**config.mk**
```make
export PLATFORM = sky130hd
export DESIGN_NAME = txf_serial_fifo
export DESIGN_NICKNAME = d
export VERILOG_FILES = /design/src/rtl/txf_pkg.sv /design/src/rtl/txf_byte_queue.sv /design/src/rtl/txf_admit.sv /design/src/rtl/txf_ready_gen.sv /design/src/rtl/txf_serial_fifo.sv
export SDC_FILE = /design/constraint.sdc
export NUM_CORES = 1
export LEC_CHECK = 0
export BUFFER_PORTS_ARGS = -buffer_cell sky130_fd_sc_hd__buf_2
export CAP_MARGIN = 20
export CORE_AREA = 8 8 193 213
export CTS_BUF_LIST = sky130_fd_sc_hd__clkbuf_16
export CTS_CLUSTER_SIZE = 30
export DETAILED_ROUTE_END_ITERATION = 10
export DIE_AREA = 0 0 201 221
export HOLD_SLACK_MARGIN = 0.12
export MAX_ROUTING_LAYER = met4
export PLACE_DENSITY = 0.72
export SLEW_MARGIN = 25
export SYNTH_ARGS = -nofsm -noshare
export SYNTH_HDL_FRONTEND = slang
export SYNTH_SLANG_ARGS = --single-unit
```
**constraint.sdc**
```tcl
create_clock -name clk -period 13 [get_ports clk]
set_clock_uncertainty 0.15 [all_clocks]
set_input_delay 2.6 -clock clk [delete_from_list [all_inputs] [get_ports clk]]
set_output_delay 2.6 -clock clk [all_outputs]
set_load 0.1 [all_outputs]
```
**src/rtl/txf_pkg.sv**
```systemverilog
package txf_pkg;

    typedef enum logic {
        RDY_ONE  = 1'b0,
        RDY_FOUR = 1'b1
    } rdy_mode_e;

    typedef struct packed {
        logic      fifo_en;
        rdy_mode_e tx_mode;
        rdy_mode_e rx_mode;
    } mode_cfg_t;

    localparam int LANES = 4;

    function automatic logic [2:0] rdy_need(input rdy_mode_e m);
        return (m == RDY_FOUR) ? 3'd4 : 3'd1;
    endfunction

endpackage

```
**src/rtl/txf_byte_queue.sv**
```systemverilog
module txf_byte_queue #(
    parameter int DEPTH = 16,
    localparam int PW = $clog2(DEPTH),
    localparam int LW = $clog2(DEPTH + 1)
) (
    input  logic          clk,
    input  logic          rst,
    input  logic          clr,
    input  logic [2:0]    push_n,
    input  logic [31:0]   push_data,
    input  logic          pop,
    output logic [7:0]    head,
    output logic [LW-1:0] level
);
    import txf_pkg::*;

    logic [7:0]    mem [DEPTH];
    logic [PW-1:0] wr_ptr, rd_ptr;
    logic [LW-1:0] cnt;
    logic          pop_ok;

    assign pop_ok = pop && (cnt != '0) && !clr;

    always_ff @(posedge clk) begin
        if (!clr) begin
            for (int k = 0; k < LANES; k++) begin
                if (3'(k) < push_n)
                    mem[wr_ptr + PW'(k)] <= push_data[8*k +: 8];
            end
        end
    end

    always_ff @(posedge clk) begin
        if (rst || clr) begin
            wr_ptr <= '0;
            rd_ptr <= '0;
            cnt    <= '0;
        end else begin
            wr_ptr <= wr_ptr + PW'(push_n);
            rd_ptr <= rd_ptr + PW'(pop_ok);
            cnt    <= cnt + LW'(push_n) - LW'(pop_ok);
        end
    end

    assign head  = mem[rd_ptr];
    assign level = cnt;

    a_r4_no_overflow: assert property (@(posedge clk) disable iff (rst)
        cnt <= LW'(DEPTH));
    a_r8_clear_empties: assert property (@(posedge clk) disable iff (rst)
        clr |=> (cnt == '0));
    a_r9_single_pop: assert property (@(posedge clk) disable iff (rst)
        (pop_ok && push_n == 3'd0) |=> (cnt == $past(cnt) - 1'b1));

endmodule

```
**src/rtl/txf_admit.sv**
```systemverilog
module txf_admit #(
    parameter int DEPTH = 16,
    localparam int LW = $clog2(DEPTH + 1)
) (
    input  logic          clk,
    input  logic          rst,
    input  logic          fifo_en,
    input  logic          we,
    input  logic          word,
    input  logic [31:0]   data,
    input  logic          flush,
    input  logic [LW-1:0] level,
    output logic [2:0]    push_n,
    output logic [31:0]   push_data,
    output logic          drop
);
    logic [LW-1:0] cap, room;
    logic [2:0]    need;

    always_comb begin
        cap       = fifo_en ? LW'(DEPTH) : LW'(1);
        room      = (level >= cap) ? '0 : cap - level;
        need      = (fifo_en && word) ? 3'd4 : 3'd1;
        push_data = fifo_en ? data : {24'd0, data[7:0]};
        push_n    = 3'd0;
        drop      = 1'b0;
        if (!flush && we) begin
            if (room >= LW'(need)) push_n = need;
            else                   drop   = 1'b1;
        end
    end

    a_r4_all_or_nothing: assert property (@(posedge clk) disable iff (rst)
        (push_n == 3'd0) || (push_n == 3'd1) || (push_n == 3'd4));
    a_r6_single_one_char: assert property (@(posedge clk) disable iff (rst)
        !fifo_en |-> (push_n <= 3'd1));

endmodule

```
**src/rtl/txf_ready_gen.sv**
```systemverilog
module txf_ready_gen #(
    parameter int DEPTH = 16,
    localparam int LW = $clog2(DEPTH + 1)
) (
    input  logic              fifo_en,
    input  txf_pkg::rdy_mode_e mode,
    input  logic [LW-1:0]     amount,
    input  logic              single_ok,
    output logic              req
);
    import txf_pkg::*;

    always_comb begin
        if (fifo_en) req = (amount >= LW'(rdy_need(mode)));
        else         req = single_ok;
    end

endmodule

```
**src/rtl/txf_serial_fifo.sv**
```systemverilog
module txf_serial_fifo #(
    parameter int DEPTH = 16,
    localparam int LW = $clog2(DEPTH + 1)
) (
    input  logic          clk,
    input  logic          rst,
    input  logic          cfg_we,
    input  logic          cfg_fifo_en,
    input  logic          cfg_tx_four,
    input  logic          cfg_rx_four,
    output logic          mode_fifo_en,
    output logic          mode_tx_four,
    output logic          mode_rx_four,
    input  logic          thr_we,
    input  logic          thr_word,
    input  logic [31:0]   thr_data,
    input  logic          tx_flush,
    output logic          tx_overflow,
    output logic [LW-1:0] tx_level,
    output logic          tx_req,
    output logic          tx_valid,
    input  logic          tx_ready,
    output logic [7:0]    tx_data,
    input  logic          rx_in_valid,
    input  logic [7:0]    rx_in_data,
    input  logic          rx_clear,
    output logic [LW-1:0] rx_level,
    output logic          rx_req,
    output logic          rx_valid,
    input  logic          rx_ready,
    output logic [7:0]    rx_data
);
    import txf_pkg::*;

    mode_cfg_t     cfg_q;
    logic          ovf_q;
    logic [2:0]    tx_push_n, rx_push_n;
    logic [31:0]   tx_push_data, rx_push_data;
    logic          tx_drop, rx_drop;
    logic [LW-1:0] tx_free;

    always_ff @(posedge clk) begin
        if (rst) begin
            cfg_q <= '{fifo_en: 1'b0, tx_mode: RDY_ONE, rx_mode: RDY_ONE};
        end else if (cfg_we) begin
            cfg_q.fifo_en <= cfg_fifo_en;
            cfg_q.tx_mode <= rdy_mode_e'(cfg_tx_four);
            cfg_q.rx_mode <= rdy_mode_e'(cfg_rx_four);
        end
    end

    always_ff @(posedge clk) begin
        if (rst || tx_flush) ovf_q <= 1'b0;
        else if (tx_drop)    ovf_q <= 1'b1;
    end

    txf_admit #(.DEPTH(DEPTH)) u_tx_admit (
        .clk(clk), .rst(rst), .fifo_en(cfg_q.fifo_en), .we(thr_we),
        .word(thr_word), .data(thr_data), .flush(tx_flush), .level(tx_level),
        .push_n(tx_push_n), .push_data(tx_push_data), .drop(tx_drop)
    );

    txf_byte_queue #(.DEPTH(DEPTH)) u_tx_q (
        .clk(clk), .rst(rst), .clr(tx_flush), .push_n(tx_push_n),
        .push_data(tx_push_data), .pop(tx_ready), .head(tx_data), .level(tx_level)
    );

    txf_admit #(.DEPTH(DEPTH)) u_rx_admit (
        .clk(clk), .rst(rst), .fifo_en(cfg_q.fifo_en), .we(rx_in_valid),
        .word(1'b0), .data({24'd0, rx_in_data}), .flush(rx_clear), .level(rx_level),
        .push_n(rx_push_n), .push_data(rx_push_data), .drop(rx_drop)
    );

    txf_byte_queue #(.DEPTH(DEPTH)) u_rx_q (
        .clk(clk), .rst(rst), .clr(rx_clear), .push_n(rx_push_n),
        .push_data(rx_push_data), .pop(rx_ready), .head(rx_data), .level(rx_level)
    );

    assign tx_free = (tx_level >= LW'(DEPTH)) ? '0 : LW'(DEPTH) - tx_level;

    txf_ready_gen #(.DEPTH(DEPTH)) u_tx_rdy (
        .fifo_en(cfg_q.fifo_en), .mode(cfg_q.tx_mode), .amount(tx_free),
        .single_ok(tx_level == '0), .req(tx_req)
    );

    txf_ready_gen #(.DEPTH(DEPTH)) u_rx_rdy (
        .fifo_en(cfg_q.fifo_en), .mode(cfg_q.rx_mode), .amount(rx_level),
        .single_ok(rx_level != '0), .req(rx_req)
    );

    assign mode_fifo_en = cfg_q.fifo_en;
    assign mode_tx_four = cfg_q.tx_mode;
    assign mode_rx_four = cfg_q.rx_mode;
    assign tx_overflow  = ovf_q;
    assign tx_valid     = (tx_level != '0);
    assign rx_valid     = (rx_level != '0);

    a_r4_overflow_sticky: assert property (@(posedge clk) disable iff (rst)
        (tx_overflow && !tx_flush) |=> tx_overflow);
    a_r5_four_needs_room: assert property (@(posedge clk) disable iff (rst)
        (mode_fifo_en && mode_tx_four && tx_req) |-> (LW'(DEPTH) - tx_level >= LW'(4)));
    a_r10_cfg_load: assert property (@(posedge clk) disable iff (rst)
        cfg_we |=> (mode_fifo_en == $past(cfg_fifo_en)));
    a_r11_rx_drop_when_full: assert property (@(posedge clk) disable iff (rst)
        rx_drop |=> (rx_level == $past(rx_level) - LW'($past(rx_valid && rx_ready))));

endmodule

```
==> results.sh, run 1 <==
export IMPL_clock_sinks=286
export IMPL_dp_final_hpwl_microns=42450
export IMPL_yosysWarningCount=0
export IMPL_cp_start_kind="flip-flop"
export IMPL_setup_tns_ns=0
export IMPL_place_area_sq_mm=0.01750
export IMPL_cts_tree="yes"
export IMPL_cp_arrival_ns=3.41
export IMPL_globalplace_congestion=1.020
export IMPL_drt_iter0_markers=1923
export IMPL_yosys_register_bits=286
export IMPL_grt_max_degree=66
export IMPL_drc=0
export IMPL_cpLargestDelayFamily="simple AND/OR/NAND/NOR gates"
export IMPL_synth_most_common_cell="edfxtp_1"
export IMPL_ant_nets=0
export IMPL_synth_top_area_share_pct=46.25
export IMPL_grt_pass1_vias=12965
export IMPL_cp_cell_sequence="inv_1 > ha_1 > or4b_2 > a21oi_1 > nand2_1 > ha_1 > nand3b_1 > a221oi_1 > a21oi_1 > buf_2"
export IMPL_status="complete, no violations"
export IMPL_final_setup_viol_count=0
export IMPL_cts_buffers_inserted=29
export IMPL_period_minus_slack_ns=6.161
export IMPL_critPathRequiredTime_ns=10.25
export IMPL_postCtsHoldBufs=0
export IMPL_clock_latency_ns=0.57
export IMPL_max_slew_margin_pct=25.66
export IMPL_synth_edf_count=256
export IMPL_antenna_found_initial=2
export IMPL_die_area_sq_mm=0.04442
export IMPL_clk_pin_slew_worst_paths_ns=0.06
export IMPL_cpPeakStageDelay_ns=0.59
export IMPL_dr_pass1_iters=6
export IMPL_period_share_pct=47.39
export IMPL_cts_root_buf="clkbuf_16"
export IMPL_synth_seq_area_share_pct=49.86
export IMPL_grt_pass1_wl_microns=88110
export IMPL_synthesis_area_sq_mm=0.01662
export IMPL_async_flop_share_pct=0
export IMPL_cts_buffer_depth=3
export IMPL_cpMaxStageDelayCell="or4b_2"
export IMPL_syn_area_per_cell_sq_um=12.06
export IMPL_final_area_sq_mm=0.01841
export IMPL_area_growth_pct=10.75
export IMPL_synth_area_top_cells="edfxtp_1 46%, mux4_2 11%, o22ai_1 3.7%"
export IMPL_gr_total_overflow=0
export IMPL_wirelength_microns=60430
export IMPL_path_max_fanout=5
export IMPL_synth_commonest_cells="256 x edfxtp_1, 99 x o22ai_1, 89 x nor2_1"
export IMPL_synth_cell_types=77
export IMPL_gr_usage_all_layers_pct=27.21
export IMPL_drv_cap=0
export IMPL_wl_per_cell_microns=31.39
export IMPL_ir_worst_vdd_uv=128.6
export IMPL_cts_setup_buffers=0
export IMPL_ioPinCount=87
export IMPL_power_leakage_uw=0.005836
export IMPL_via_count=13033
export IMPL_final_hold_violation_count=0
export IMPL_hp_class="flip-flop to flip-flop"
export IMPL_viasPerCell=6.770
export IMPL_syn_nets=1473
export IMPL_tightest_slew_ns=1.106
export IMPL_die_w_microns=201
export IMPL_yosys_area_top_type="edfxtp_1"
export IMPL_fillCellCount=3261
export IMPL_syn_inst=1378
export IMPL_crit_buf_inv=2
export IMPL_crit_type="flip-flop to output port"
export IMPL_maxSlewViolCount=0
export IMPL_cts_resized=0
export IMPL_synth_ff_type="edfxtp_1"
export IMPL_fp_dieH_microns=221
export IMPL_rows=75
export IMPL_rsz0062_at_grt="false"
export IMPL_critPathCaptureType="output port"
export IMPL_coreArea_sq_mm=0.03763
export IMPL_fmaxAchievable_ghz=0.1623
export IMPL_power_density_mw_per_mm2=140.9
export IMPL_port_buffers=86
export IMPL_cts_htree_levels=1
export IMPL_nets=1496
export IMPL_start_util_pct=44.17
export IMPL_drive_gt1_share_pct=20.80
[where the power goes]
| group | switching, uW | internal [uW] | leakage (uW) |
|---|---|---|---|
| clock | 357 | 430 | 0.000447 |
| sequential | 20.3 | 1020 | 0.00255 |
| combinational | 569 | 194 | 0.00284 |
| total | 947 | 1650 | 0.00584 |
[worst paths after layout]
path | start | end | slack [ns] | depth (start not counted)
worst max-delay path | u_tx_q.level[3]$_SDFF_PP0_ | tx_req | 6.84 | 10
worst min-delay path | mode_rx_four$_SDFFE_PP0P_ | mode_rx_four$_SDFFE_PP0P_ | 0.37 | 2
worst max register to register | mode_fifo_en$_SDFFE_PP0P_ | u_tx_q.mem[7][1]$_DFFE_PP_ | 7.86 | 12
worst min register to register | mode_rx_four$_SDFFE_PP0P_ | mode_rx_four$_SDFFE_PP0P_ | 0.37 | 2
[cells by family (layout without fill, tap and decap cells)]
logic type                 after synthesis  after routing  synth area share, %
buffers and inverters                  156            201                3.982
xor gates and xnor gates                22             22                1.159
adders and majority gates               43             43                3.312
and+or+nand+nor                        318            318                9.582
other                                    0              2                    0
DFF                                    286            286                49.86
AOI/OAI and AO/OA                      413            413                17.63
muxes                                  140            140                14.47
[worst min-delay path, stage by stage (launching register included)]
cell and delay, ns:
dfxtp_1 0.34, mux2i_1 0.07, nor2_1 0.07
[sequential cells by signal (all words and copies together) (netlist names), 4 cells and up]
register and cells:
u_tx_q.mem 128, u_tx_q.level 5, u_rx_q.level 5, u_rx_q.rd_ptr 4, u_tx_q.rd_ptr 4, u_rx_q.wr_ptr 4, u_rx_q.mem 128, u_tx_q.wr_ptr 4
[cells in the final DEF (no fill, tap or decap), types with 27 or more instances in the layout]
| master | instances |
|---|---|
| buf_4 | 34 |
| inv_1 | 31 |
| a21oi_1 | 35 |
| edfxtp_1 | 256 |
| a22oi_1 | 76 |
| ha_1 | 40 |
| and2_1 | 40 |
| nand2_1 | 88 |
| o22ai_1 | 99 |
| buf_2 | 86 |
| dfxtp_1 | 27 |
| o22a_1 | 31 |
| mux4_2 | 80 |
| clkbuf_16 | 29 |
| nor2_1 | 89 |
| o21ai_0 | 61 |
| mux2i_1 | 57 |
[per-layer routing]
| layer | up-vias | GRT usage [%] | wire length [microns] |
|---|---|---|---|
| met5 | - | - | 0 |
| li1 | 5546 | - | - |
| met4 | 0 | 14.82 | 3940 |
| met2 | 947 | 42.21 | 27910 |
| met1 | 6282 | 33.04 | 22120 |
| met3 | 258 | 5.728 | 6470 |
[cell type report]
class / instances / area [sq um] / share of cell area [%]
clock buffers: 29 / 725.7 / 3.942
inverters: 28 / 105.1 / 0.5709
flip-flops and latches: 286 / 8294 / 45.06
clock inverters: 24 / 170.2 / 0.9244
diodes: 2 / 5.005 / 0.02719
well taps: 500 / 625.6 / 3.398
multi-input cells: 936 / 7797 / 42.36
repair buffers: 120 / 685.7 / 3.725
[through the flow]
step                      total power, uW  setup WS [ns]  hold slack, ns  cells  utilization (%)
final                                2594          6.839          0.3716   1925            48.92
after CTS                            2592          6.809          0.3752   1923            48.88
after global routing                 2675          6.656          0.4054   1925            48.92
after floorplan                      1637          6.087          0.3958   1378                -
after detailed placement             1814          6.488          0.3585   1870            46.50
after global placement               1799          6.617          0.3451   1870            46.34
Note: power is estimated with default switching activity, not from simulation.
==> inputs of run 2 (changes only) <==
==> constraint.sdc (replaced) <==
create_clock -name clk -period 6.5 [get_ports clk]
set_clock_uncertainty 0.15 [all_clocks]
set_input_delay 1.3 -clock clk [delete_from_list [all_inputs] [get_ports clk]]
set_output_delay 1.3 -clock clk [all_outputs]
set_load 0.1 [all_outputs]
==> run 2 against run 1 <==
Net effect: hold slack gained 0.0042 ns; sequential share of layout area is essentially flat; utilization is the same; critical path type is now flip-flop to flip-flop; count of clock-buffer cells in the layout is the same; critical endpoint is now u_tx_q.mem[8][3]$_DFFE_PP_.
==> results.sh, run 2 (synthesized netlist as in run 1, its figures left out) <==
export IMPL_pre_cts_slack_ns=1.299
export IMPL_cts_tree="yes"
export IMPL_antenna_found_initial=1
export IMPL_period_minus_slack_ns=4.847
export IMPL_period_share_pct=74.56
export IMPL_whs_ns=0.3757
export IMPL_die_w_microns=201
export IMPL_area_growth_pct=10.75
export IMPL_viasPerCell=6.891
export IMPL_rows=75
export IMPL_critPathCaptureType="flip-flop"
export IMPL_dp_final_hpwl_microns=41600
export IMPL_fp_dieH_microns=221
export IMPL_pwr_share_comb_pct=29.9
export IMPL_internal_power_uw=3256
export IMPL_fmaxAchievable_ghz=0.2063
export IMPL_wirelength_microns=60100
export IMPL_max_slew_margin_pct=29.92
export IMPL_met1_usage_pct=33.15
export IMPL_p_switching_uw=1952
export IMPL_whs_endpoint="mode_tx_four$_SDFFE_PP0P_"
export IMPL_path_max_fanout=27
export IMPL_cts_buffer_depth=3
export IMPL_cts_setup_buffers=0
export IMPL_final_setup_worst_slack_ns=1.653
export IMPL_rsz0062_at_grt="false"
export IMPL_clock_sinks=286
export IMPL_gr_usage_all_layers_pct=26.74
export IMPL_dr_pass1_iters=10
export IMPL_cts_buffers_inserted=29
export IMPL_cts_resized=0
export IMPL_min_delay_path_depth=2
export IMPL_final_hold_violation_count=0
export IMPL_wl_per_cell_microns=31.19
export IMPL_tightest_slew_ns=1.046
export IMPL_drive_gt1_share_pct=21.11
export IMPL_hp_class="flip-flop to flip-flop"
export IMPL_port_buffers=86
export IMPL_gr_total_overflow=0
export IMPL_power_density_mw_per_mm2=282.9
export IMPL_globalplace_congestion=1.044
export IMPL_layout_commonest_cell="edfxtp_1"
export IMPL_grt_util_met2_pct=41.88
export IMPL_power_leakage_uw=0.005841
export IMPL_r2r_end="u_tx_q.mem[8][3]$_DFFE_PP_"
export IMPL_grt_use_met3_pct=4.939
export IMPL_die_area_sq_mm=0.04442
export IMPL_seqPwrFrac_pct=40.0
export IMPL_via_count=13279
export IMPL_drc=0
export IMPL_start_util_pct=44.17
export IMPL_ioPinCount=87
export IMPL_critPathRequiredTime_ns=6.59
export IMPL_hp_start="mode_tx_four$_SDFFE_PP0P_"
export IMPL_status="complete, no violations"
export IMPL_cts_root_buf="clkbuf_16"
export IMPL_ant_nets=0
export IMPL_reg2reg_depth=13
export IMPL_p_clk_share_pct=30.1
export IMPL_drt_iter0_markers=1901
export IMPL_postCtsHoldBufs=0
export IMPL_cp_start_kind="flip-flop"
export IMPL_crit_type="flip-flop to flip-flop"
export IMPL_grt_pass1_wl_microns=86400
export IMPL_nets=1500
export IMPL_clock_latency_ns=0.57
export IMPL_r2r_slack_ns=1.65
export IMPL_clk_pin_slew_worst_paths_ns=0.06
export IMPL_grt_max_degree=56
export IMPL_coreArea_sq_mm=0.03763
export IMPL_final_cell_mix="256 x edfxtp_1, 99 x o22ai_1, 89 x nor2_1"
export IMPL_final_setup_viol_count=0
export IMPL_grt_busiest_layer="met2"
export IMPL_rr_startpoint="u_tx_q.level[4]$_SDFF_PP0_"
export IMPL_postLayoutCoreUtil_pct=48.92
export IMPL_setup_tns_ns=0
export IMPL_cts_htree_levels=1
export IMPL_ir_worst_vdd_uv=274.1
export IMPL_top_regs="u_rx_q.mem x128, u_tx_q.mem x128"
export IMPL_grt_pass1_vias=12809
export IMPL_maxSlewViolCount=0
export IMPL_p_sw_share_pct=37.49
export IMPL_drv_cap=0
export IMPL_cp_arrival_ns=4.94
==> run 2: metrics by stage <==
step                total power, uW  cell area (sq um)  std cells
finish                         5208              18410       1927
global route                   5356              18410       1927
CTS                            5181              18370       1926
detailed placement             3641              17500       1874
global placement               3607              17470       1874
floorplan                      3275              16620       1378
==> run 2: power by group through the flow <==
stage	Sequential (uW)	Combinational, uW	Clock (uW)
4_1_cts	2080	1520	1570
3_5_place_dp	2120	1520	0
3_3_place_gp	2120	1490	0
2_1_floorplan	2210	1070	0
5_1_grt	2090	1630	1640
6_report	2080	1560	1570
==> run 2: worst max path at each step <==
stage,startpoint,end,slack (ns)
after floorplan,u_tx_q.level[1]$_SDFF_PP0_,tx_req,0.89
after global routing,u_tx_q.level[3]$_SDFF_PP0_,tx_req,1.40
after detailed placement,thr_word,u_tx_q.mem[7][3]$_DFFE_PP_,1.30
after CTS,u_tx_q.level[3]$_SDFF_PP0_,tx_req,1.66
after global placement,thr_word,u_tx_q.mem[8][2]$_DFFE_PP_,1.43
final,u_tx_q.level[4]$_SDFF_PP0_,u_tx_q.mem[8][3]$_DFFE_PP_,1.65
==> run 2: layout make-up <==
class,count,area (sq um)
clock buffers,29,725.7
diodes,1,2.502
well taps,500,625.6
flip-flops and latches,286,8292
repair buffers,124,715.7
fillers,3240,19220
multi-input cells,936,7799
clock inverters,23,143.9
inverters,28,105.1
==> run 2: metal layers <==
layer	routed length, microns	up-vias
met1	22780	6499
li1	-	5556
met2	27790	974
met3	5991	250
met5	0	-
met4	3531	0
==> run 2: critical path: stages (launching register included) <==
cell and delay [ns]:
dfxtp_1 0.41, inv_1 0.09, ha_1 0.33, nand2_1 0.07, nor4_1 0.45, nor3_1 0.12
ha_1 0.37, nand2_1 0.10, a311o_1 0.27, buf_4 0.25, a21oi_4 0.66, buf_4 0.46
nand3_2 0.34, nand2_1 0.44
==> inputs of run 3 (changes only) <==
==> constraint.sdc (replaced) <==
create_clock -name clk -period 4.78 [get_ports clk]
set_clock_uncertainty 0.15 [all_clocks]
set_input_delay 0.956 -clock clk [delete_from_list [all_inputs] [get_ports clk]]
set_output_delay 0.956 -clock clk [all_outputs]
set_load 0.1 [all_outputs]
==> run 3 against run 2 <==
Net effect: clock power grew 57%; non-clock buffer count grew 42; wire length shrank 1.5%; die area is the same; global-route usage shrank 0.17 points; register-to-register slack lost 1.3 ns; sequential power grew 37%; critical path depth shrank 3; count of clock-buffer cells in the layout grew 1; sequential cell count is the same; sequential share of layout area shrank 1.1 points; cell area grew 2.6%; largest power group unchanged; highest routed layer unchanged.
==> results.sh, run 3 (synthesized netlist as in run 1, its figures left out) <==
export IMPL_via_count=13402
export IMPL_port_buffers=86
export IMPL_die_w_microns=201
export IMPL_grt_pass1_vias=13394
export IMPL_fp_dieH_microns=221
export IMPL_setup_tns_ns=0
export IMPL_critPathRequiredTime_ns=3.67
export IMPL_layout_commonest_cell="edfxtp_1"
export IMPL_postLayoutCoreUtil_pct=50.19
export IMPL_tightest_slew_ns=1.066
export IMPL_maxSlewViolCount=0
export IMPL_period_share_pct=96.27
export IMPL_cp_start_kind="flip-flop"
export IMPL_start_util_pct=44.17
export IMPL_whs_endpoint="mode_tx_four$_SDFFE_PP0P_"
export IMPL_r2r_end="u_tx_q.mem[15][1]$_DFFE_PP_"
export IMPL_fillCellCount=3244
export IMPL_dp_final_hpwl_microns=40890
export IMPL_drv_cap=0
export IMPL_max_slew_margin_pct=28.63
export IMPL_cts_buffer_depth=3
export IMPL_final_setup_viol_count=0
export IMPL_period_minus_slack_ns=4.602
export IMPL_ant_nets=0
export IMPL_drt_iter0_markers=1911
export IMPL_dr_pass1_iters=8
export IMPL_cts_tree="yes"
export IMPL_cpPeakStageDelay_ns=0.60
export IMPL_reg2reg_depth=12
export IMPL_rsz0062_at_grt="false"
export IMPL_viasPerCell=6.789
export IMPL_clock_latency_ns=0.59
export IMPL_cts_buffers_inserted=30
export IMPL_rows=75
export IMPL_power_uw=7455
export IMPL_drc=0
export IMPL_crit_type="flip-flop to output port"
export IMPL_gr_usage_all_layers_pct=26.57
export IMPL_fmaxAchievable_ghz=0.2173
export IMPL_globalplace_congestion=1.027
export IMPL_ioPinCount=87
export IMPL_grt_max_degree=58
export IMPL_cpMaxStageDelayCell="or4b_2"
export IMPL_ir_worst_vdd_uv=301.9
export IMPL_nets=1543
export IMPL_coreArea_sq_mm=0.03763
export IMPL_cts_htree_levels=1
export IMPL_crit_buf_inv=2
export IMPL_wirelength_microns=59210
export IMPL_clock_sinks=286
export IMPL_grt_pass1_wl_microns=86750
export IMPL_whs_ns=0.3725
export IMPL_status="complete, no violations"
export IMPL_gr_total_overflow=0
export IMPL_cts_root_buf="clkbuf_16"
export IMPL_power_density_mw_per_mm2=394.7
export IMPL_min_delay_path_depth=2
export IMPL_top_regs="u_rx_q.mem x128, u_tx_q.mem x128"
export IMPL_die_area_sq_mm=0.04442
export IMPL_wl_per_cell_microns=29.99
export IMPL_cp_cell_sequence="inv_1 > ha_1 > or4b_2 > a21oi_2 > nand2_1 > ha_1 > nand3b_1 > a221oi_2 > a21oi_2 > buf_2"
export IMPL_hp_start="mode_tx_four$_SDFFE_PP0P_"
export IMPL_rr_startpoint="u_tx_q.level[4]$_SDFF_PP0_"
export IMPL_path_max_fanout=5
export IMPL_cts_setup_buffers=0
export IMPL_critPathCaptureType="output port"
export IMPL_antenna_found_initial=0
export IMPL_clk_pin_slew_worst_paths_ns=0.06
export IMPL_final_hold_violation_count=0
export IMPL_area_growth_pct=13.63
export IMPL_hp_class="flip-flop to flip-flop"
export IMPL_cpLargestDelayFamily="simple AND/OR/NAND/NOR gates"
export IMPL_cp_arrival_ns=3.50
export IMPL_final_cell_mix="256 x edfxtp_1, 99 x o22ai_1, 89 x nor2_1"
export IMPL_r2r_slack_ns=0.39
export IMPL_drive_gt1_share_pct=23.91
export IMPL_power_leakage_uw=0.006141
## run 3: per-layer routing
layer	share of wire, %	up-vias	track usage (%)
met5	0	-	-
met3	11	270	5.612
met1	37	6474	32.13
met4	6.4	0	14.94
met2	46	1023	41.15
li1	-	5635	-
## run 3: final cells by class
type	instances	area, sq um	share of cell area (%)
multi-input combinational	936	7769	41.13
clock buffer	30	750.7	3.975
timing repair buffer	166	1044	5.525
sequential	286	8292	43.90
tap	500	625.6	3.312
inverter	28	105.1	0.5564
clock inverter	26	297.8	1.577
antenna	2	5.005	0.02650
## run 3: worst reg2reg max path, cell delays in order, from the launching register on
cell	delay, ns
dfxtp_1	0.43
inv_1	0.09
ha_1	0.33
nand2_1	0.06
nor4_1	0.43
nor3_1	0.12
ha_1	0.37
nand2_1	0.10
a311o_1	0.51
a21oi_4	0.61
buf_4	0.47
nand2_1	0.27
o221ai_1	0.24
## run 3: power breakdown
| part | switching [uW] | internal [uW] |
|---|---|---|
| clock network | 1030 | 1430 |
| registers | 54.7 | 2780 |
| logic | 1580 | 572 |
## run 3: worst max-delay path by stage
| stage | endpoint | slack [ns] | cells past startpoint | from |
|---|---|---|---|---|
| after floorplan | u_tx_q.level[4]$_SDFF_PP0_ | 0.002 | 19 | u_tx_q.level[4]$_SDFF_PP0_ |
| after global placement | u_tx_q.mem[4][7]$_DFFE_PP_ | 0.64 | 9 | thr_word |
| after detailed placement | u_tx_q.mem[8][2]$_DFFE_PP_ | 0.52 | 11 | u_tx_q.level[4]$_SDFF_PP0_ |
| after CTS | tx_req | 0.11 | 10 | u_tx_q.level[3]$_SDFF_PP0_ |
| after global routing | tx_req | 0.03 | 10 | u_tx_q.level[3]$_SDFF_PP0_ |
| final | tx_req | 0.18 | 10 | u_tx_q.level[3]$_SDFF_PP0_ |
## run 3: repair_timing
| action | in CTS | in global routing |
|---|---|---|
| hold buffers | 0 | 0 |
| endpoints found under the hold margin | 0 | 0 |
| resized for setup | 0 | 2 |
| setup endpoints to repair | 0 | 1 |
## run 3: per-stage QoR
| step | cell area, sq um | setup slack, ns | std cells |
|---|---|---|---|
| after CTS | 18850 | 0.1085 | 1972 |
| after floorplan | 16630 | 0.001576 | 1378 |
| after global routing | 18880 | 0.03169 | 1972 |
| after detailed placement | 17800 | 0.5229 | 1916 |
| after global placement | 17780 | 0.6436 | 1916 |
| final | 18890 | 0.1784 | 1974 |
